## src/rtl/rx_fifo_pkg.sv

```systemverilog
package rx_fifo_pkg;
  typedef enum logic [1:0] {
    ACT_IDLE,
    ACT_STORE,
    ACT_REPLACE,
    ACT_DROP
  } wr_act_e;
endpackage

```

## src/rtl/rx_fifo_ctrl.sv

```systemverilog
module rx_fifo_ctrl
  import rx_fifo_pkg::*;
#(
  parameter int unsigned DEPTH = 4,
  localparam int unsigned PTR_W = (DEPTH > 1) ? $clog2(DEPTH) : 1,
  localparam int unsigned CNT_W = $clog2(DEPTH + 1)
) (
  input  logic             clk_i,
  input  logic             rst_ni,
  input  logic             ovr_en_i,
  input  logic             wr_i,
  input  logic             rd_i,
  input  logic             ovr_clr_i,
  output logic             wr_en_o,
  output logic [PTR_W-1:0] wr_addr_o,
  output logic [PTR_W-1:0] rd_addr_o,
  output logic [CNT_W-1:0] count_o,
  output logic             full_o,
  output logic             empty_o,
  output logic             rx_flag_o,
  output logic             overrun_o
);
  localparam logic [PTR_W-1:0] LAST_IDX = PTR_W'(DEPTH - 1);
  localparam logic [CNT_W-1:0] CNT_FULL = CNT_W'(DEPTH);

  logic [PTR_W-1:0] wr_ptr_q, rd_ptr_q, newest;
  logic [CNT_W-1:0] count_q;
  logic             flag_q, ovr_q;
  logic             push_ok, pop_ok;
  wr_act_e          act;

  function automatic logic [PTR_W-1:0] ptr_inc(input logic [PTR_W-1:0] p);
    return (p == LAST_IDX) ? '0 : p + 1'b1;
  endfunction

  assign full_o  = (count_q == CNT_FULL);
  assign empty_o = (count_q == '0);
  assign newest  = (wr_ptr_q == '0) ? LAST_IDX : wr_ptr_q - 1'b1;

  // read frees a slot first, so write+read while full is a plain store
  always_comb begin
    act = ACT_IDLE;
    if (wr_i) begin
      if (!full_o || rd_i) act = ACT_STORE;
      else if (ovr_en_i)   act = ACT_REPLACE;
      else                 act = ACT_DROP;
    end
  end

  assign push_ok   = (act == ACT_STORE);
  assign pop_ok    = rd_i && !empty_o;
  assign wr_en_o   = push_ok || (act == ACT_REPLACE);
  assign wr_addr_o = (act == ACT_REPLACE) ? newest : wr_ptr_q;
  assign rd_addr_o = rd_ptr_q;

  always_ff @(posedge clk_i or negedge rst_ni) begin
    if (!rst_ni) begin
      wr_ptr_q <= '0;
      rd_ptr_q <= '0;
      count_q  <= '0;
    end else begin
      if (push_ok) wr_ptr_q <= ptr_inc(wr_ptr_q);
      if (pop_ok)  rd_ptr_q <= ptr_inc(rd_ptr_q);
      case ({push_ok, pop_ok})
        2'b10:   count_q <= count_q + 1'b1;
        2'b01:   count_q <= count_q - 1'b1;
        default: count_q <= count_q;
      endcase
    end
  end

  always_ff @(posedge clk_i or negedge rst_ni) begin
    if (!rst_ni) begin
      flag_q <= 1'b0;
      ovr_q  <= 1'b0;
    end else begin
      if (wr_en_o)                                 flag_q <= 1'b1;
      else if (pop_ok && count_q == CNT_W'(1))     flag_q <= 1'b0;
      if (act == ACT_REPLACE || act == ACT_DROP)   ovr_q  <= 1'b1;
      else if (ovr_clr_i)                          ovr_q  <= 1'b0;
    end
  end

  assign count_o   = count_q;
  assign rx_flag_o = flag_q;
  assign overrun_o = ovr_q;
endmodule

```

## src/rtl/rx_fifo_store.sv

```systemverilog
module rx_fifo_store #(
  parameter int unsigned DEPTH = 4,
  parameter int unsigned MSG_W = 32,
  localparam int unsigned PTR_W = (DEPTH > 1) ? $clog2(DEPTH) : 1
) (
  input  logic             clk_i,
  input  logic             wr_en_i,
  input  logic [PTR_W-1:0] wr_addr_i,
  input  logic [MSG_W-1:0] wr_data_i,
  input  logic [PTR_W-1:0] rd_addr_i,
  input  logic             empty_i,
  output logic [MSG_W-1:0] rd_data_o
);
  logic [MSG_W-1:0] slot_q [DEPTH];

  for (genvar g = 0; g < DEPTH; g++) begin : g_slot
    always_ff @(posedge clk_i) begin
      if (wr_en_i && wr_addr_i == PTR_W'(g)) slot_q[g] <= wr_data_i;
    end
  end

  assign rd_data_o = empty_i ? '0 : slot_q[rd_addr_i];
endmodule

```

## src/rtl/rx_msg_fifo.sv

```systemverilog
module rx_msg_fifo #(
  parameter int unsigned DEPTH = 4,
  parameter int unsigned MSG_W = 32,
  localparam int unsigned CNT_W = $clog2(DEPTH + 1),
  localparam int unsigned PTR_W = (DEPTH > 1) ? $clog2(DEPTH) : 1
) (
  input  logic             clk_i,
  input  logic             rst_ni,
  input  logic             ovr_en_i,
  input  logic             wr_i,
  input  logic [MSG_W-1:0] wr_data_i,
  input  logic             rd_i,
  input  logic             ovr_clr_i,
  output logic [MSG_W-1:0] rd_data_o,
  output logic             full_o,
  output logic             empty_o,
  output logic [CNT_W-1:0] count_o,
  output logic             rx_flag_o,
  output logic             overrun_o
);
  logic             wr_en;
  logic [PTR_W-1:0] wr_addr, rd_addr;

  rx_fifo_ctrl #(.DEPTH(DEPTH)) ctrl_i (
    .clk_i     (clk_i),
    .rst_ni    (rst_ni),
    .ovr_en_i  (ovr_en_i),
    .wr_i      (wr_i),
    .rd_i      (rd_i),
    .ovr_clr_i (ovr_clr_i),
    .wr_en_o   (wr_en),
    .wr_addr_o (wr_addr),
    .rd_addr_o (rd_addr),
    .count_o   (count_o),
    .full_o    (full_o),
    .empty_o   (empty_o),
    .rx_flag_o (rx_flag_o),
    .overrun_o (overrun_o)
  );

  rx_fifo_store #(.DEPTH(DEPTH), .MSG_W(MSG_W)) store_i (
    .clk_i     (clk_i),
    .wr_en_i   (wr_en),
    .wr_addr_i (wr_addr),
    .wr_data_i (wr_data_i),
    .rd_addr_i (rd_addr),
    .empty_i   (empty_o),
    .rd_data_o (rd_data_o)
  );
endmodule

```

## config.mk

```make
export PLATFORM = sky130hd
export DESIGN_NAME = rx_msg_fifo
export DESIGN_NICKNAME = d
export VERILOG_FILES = /design/src/rtl/rx_fifo_pkg.sv /design/src/rtl/rx_fifo_ctrl.sv /design/src/rtl/rx_fifo_store.sv /design/src/rtl/rx_msg_fifo.sv
export SDC_FILE = /design/constraint.sdc
export NUM_CORES = 1
export LEC_CHECK = 0
export ABC_AREA = 1
export CAP_MARGIN = 0
export CORE_MARGIN = 2
export CORE_UTILIZATION = 30
export CTS_CLUSTER_DIAMETER = 120
export DETAILED_ROUTE_END_ITERATION = 7
export GPL_TIMING_DRIVEN = 0
export PLACE_DENSITY = 0.48
export SLEW_MARGIN = 10
export SYNTH_ARGS = -nofsm -noshare
export SYNTH_HDL_FRONTEND = slang
export SYNTH_SLANG_ARGS = --single-unit
```

## constraint.sdc

```tcl
create_clock -name clk_i -period 4.19 [get_ports clk_i]
set_input_delay 1.0475 -clock clk_i [delete_from_list [all_inputs] [get_ports clk_i]]
set_output_delay 1.0475 -clock clk_i [all_outputs]
set_load 0.005 [all_outputs]
```

==> qor.yml <==
diodes: 0
postCtsHoldBufs: 0
critPathKind: "flop to output port"
critPathTopFamily: "buffers and inverters"
clkSinkCount: 137
vias: 4021
skew_ps: 7.08
setup_slack_ps: 673
dp_hpwl_microns: 9030
die_y_microns: 146
synth.area.top_cells: "edfxtp_1 63%, nand2_1 9.0%, inv_1 5.6%"
grt_max_degree: 22
tightest_slew_ps: 659
slowest_delay_ps: 550
cts_root_buf: "clkbuf_16"
synth_cell_types: 20
wire_per_inst_microns: 14.5
fin_crit_sh_pct: 83.9
critPathBufInv: 4
vdd_drop_max_uv: 288
rsz0062_at_grt: "false"
slowest_stage: "clkdlybuf4s50_1"
grtUsageMet2_pct: 24.2
postCtsSetupRepairBufs: 0
holdPathStages: 2
ys_ff_latch: 137
clkLatencyLatePin_ps: 410
leakage_nw: 3.30
setup_violations: 0
use_met1_pct: 16.2
cts-buffers-inserted: 17
slew_headroom_pct: 56.0
whs_ps: 487
globalRouteOverflowTotal: 0
grt-busiest-layer: "met2"
clk_transition_reported_paths_ps: 50
synth_warnings: 0
fp-row-count: 52
routed_wirelength_microns: 14100
use_met3_pct: 4.00
die_area_sq_mm: 0.0214
crit_cells: 7
ant_nets: 0
antenna_found_initial: 0
worst_setup_path_start_kind: "flop"
syn_nets: 640
grt_usage_pct: 13.7
io_pins: 77
first_pass_iters: 4
syn_inst: 591
worstHoldPathType: "flop to flop"
cts_tree: "done"
post_drt_via_cell_ratio: 4.14
finalHoldViolations: 0
placed_area_sq_mm: 0.00730
cts_resized: 0
grt_first_pass_wirelength_microns: 21600
initial_core_util_pct: 30.3
dp_slack_ps: 393
dieWidth_microns: 146
fin_crit_ps: 3520
clock_path_buffers: 2
clock.fmax_ghz: 0.284
fin_setup_tns_ps: 0
synth_seq_area_share_pct: 67.0
synth_top_area_share_pct: 63.2
cp_cell_sequence: "inv_1 > ha_1 > nand2_1 > inv_2 > clkbuf_1 > a21oi_1 > clkdlybuf4s50_1"
syn_to_final_growth_pct: 29.1
status: "completed"
htreeDepth: 4
crit_fanout: 10
synthesis.area_sq_mm: 0.00608
finalNetCount: 739
crit_arrival_ps: 2470
ff2ff_path_depth: 12
avgSynthCellArea_sq_um: 10.3
finish.instance_area_sq_mm: 0.00784
first_global_vias: 4013
port_buffers: 76
synth_top_area_cell: "edfxtp_1"
drt_iter0_drc: 128
power_density_mw_per_mm2: 722
crit_path_end_kind: "output port"
gp_congestion: 0.706
final_max_slew_viol_count: 0
drive_gt1_share_pct: 14.8
crit_required_ps: 3140
cap_violations: 0
route.detailed.drc: 0
core_area_sq_mm: 0.0200
placed cells by master, fill, tap and decap left out:
| cell | synthesis | layout |
|---|---|---|
| o21ai_0 | 1 | 1 |
| nor2_1 | 9 | 5 |
| nand2_1 | 146 | 146 |
| o211ai_1 | 1 | 1 |
| buf_4 | 5 | 5 |
| clkinvlp_4 | 0 | 2 |
| ha_1 | 11 | 11 |
| bufinv_16 | 0 | 2 |
| inv_2 | 50 | 50 |
| inv_1 | 91 | 91 |
| buf_1 | 1 | 1 |
| buf_6 | 3 | 3 |
| xnor2_1 | 2 | 2 |
| dfrtp_1 | 9 | 9 |
| clkdlybuf4s50_1 | 0 | 76 |
| clkinv_1 | 10 | 13 |
| edfxtp_1 | 128 | 128 |
| clkbuf_16 | 0 | 17 |
| buf_12 | 0 | 2 |
| o21ai_1 | 9 | 9 |
| nand3_1 | 67 | 67 |
| a21oi_1 | 32 | 32 |
| clkbuf_1 | 3 | 6 |
| buf_2 | 12 | 12 |
| buf_16 | 0 | 2 |
| clkinv_2 | 1 | 5 |
| nor2_4 | 0 | 4 |
final cells by class:
cell class | instances | area (sq um)
flip-flops and latches | 137 | 4070
clock buffers | 20 | 437
inverters | 152 | 572
clock inverters | 11 | 106
plain buffers | 24 | 146
multi-input cells | 278 | 1320
fillers | 1988 | 12200
repair buffers | 80 | 856
well taps | 270 | 338
metal layers:
layer | routed length [microns] | vias to the layer above
met5 | 0 | -
met4 | 134 | 0
met3 | 565 | 11
met2 | 7150 | 70
met1 | 6260 | 1883
li1 | - | 2057
cell usage after synthesis:
master	n
inv_1	91
inv_2	50
nand2_1	146
o21ai_0	1
edfxtp_1	128
clkinv_2	1
buf_2	12
nand3_1	67
o21ai_1	9
a21oi_1	32
nor2_1	9
clkbuf_1	3
buf_4	5
dfrtp_1	9
clkinv_1	10
ha_1	11
buf_6	3
o211ai_1	1
buf_1	1
xnor2_1	2
cells by family (layout without fill, tap and decap cells):
group                    after synthesis  in the layout  synth area share, %
AO/OA/AOI/OAI                         43             43                 3.58
XOR/XNOR                               2              2                0.288
adder cells (fa/ha/maj)               11             11                 2.26
buffers and inverters                176            287                 11.8
flip-flops                           137            137                 67.0
AND/OR/NAND/NOR                      222            222                 15.1
tightest hold or removal path, delay by kind of cell (launching register included):
| kind | cells | cell delay [ps] |
|---|---|---|
| AOI/OAI and AO/OA | 1 | 60 |
| and+or+nand+nor | 1 | 50 |
| DFF | 1 | 350 |
sequential cells by signal (all words and copies together), names as in the netlist:
name              flops
ctrl_i.count_o        3
ctrl_i.rx_flag_o      1
store_i.slot_q      128
ctrl_i.rd_addr_o      2
ctrl_i.overrun_o      1
ctrl_i.wr_ptr_q       2
through the flow:
step / utilization [%] / cells / power, mW
finish: 39.1 / 972 / 5.66
global route: 39.1 / 972 / 6.06
CTS: 39.1 / 972 / 5.77
detailed placement: 36.4 / 941 / 4.36
global placement: 35.8 / 937 / 4.27
floorplan: - / 591 / 3.16
power breakdown:
group          switching, mW  internal [mW]  total, mW
sequential             0.104           1.85       1.95
clock                  0.514          0.859       1.37
combinational           1.29           1.04       2.33
total                   1.91           3.75       5.66
final timing paths:
check | startpoint | end | slack (ps)
setup / recovery | ctrl_i.count_o[0]$_DFFE_PN0P_ | rd_data_o[14] | 670
hold / removal | ctrl_i.rx_flag_o$_DFFE_PN0P_ | ctrl_i.rx_flag_o$_DFFE_PN0P_ | 490
setup reg to reg | ctrl_i.count_o[0]$_DFFE_PN0P_ | store_i.slot_q[3][8]$_DFFE_PP_ | 1180
hold reg to reg | ctrl_i.rx_flag_o$_DFFE_PN0P_ | ctrl_i.rx_flag_o$_DFFE_PN0P_ | 490
max in group asynchronous | rst_ni | ctrl_i.rd_addr_o[0]$_DFFE_PN0P_ | 2930
min in group asynchronous | rst_ni | ctrl_i.count_o[2]$_DFFE_PN0P_ | 950
(Power assumes the default switching activity.)
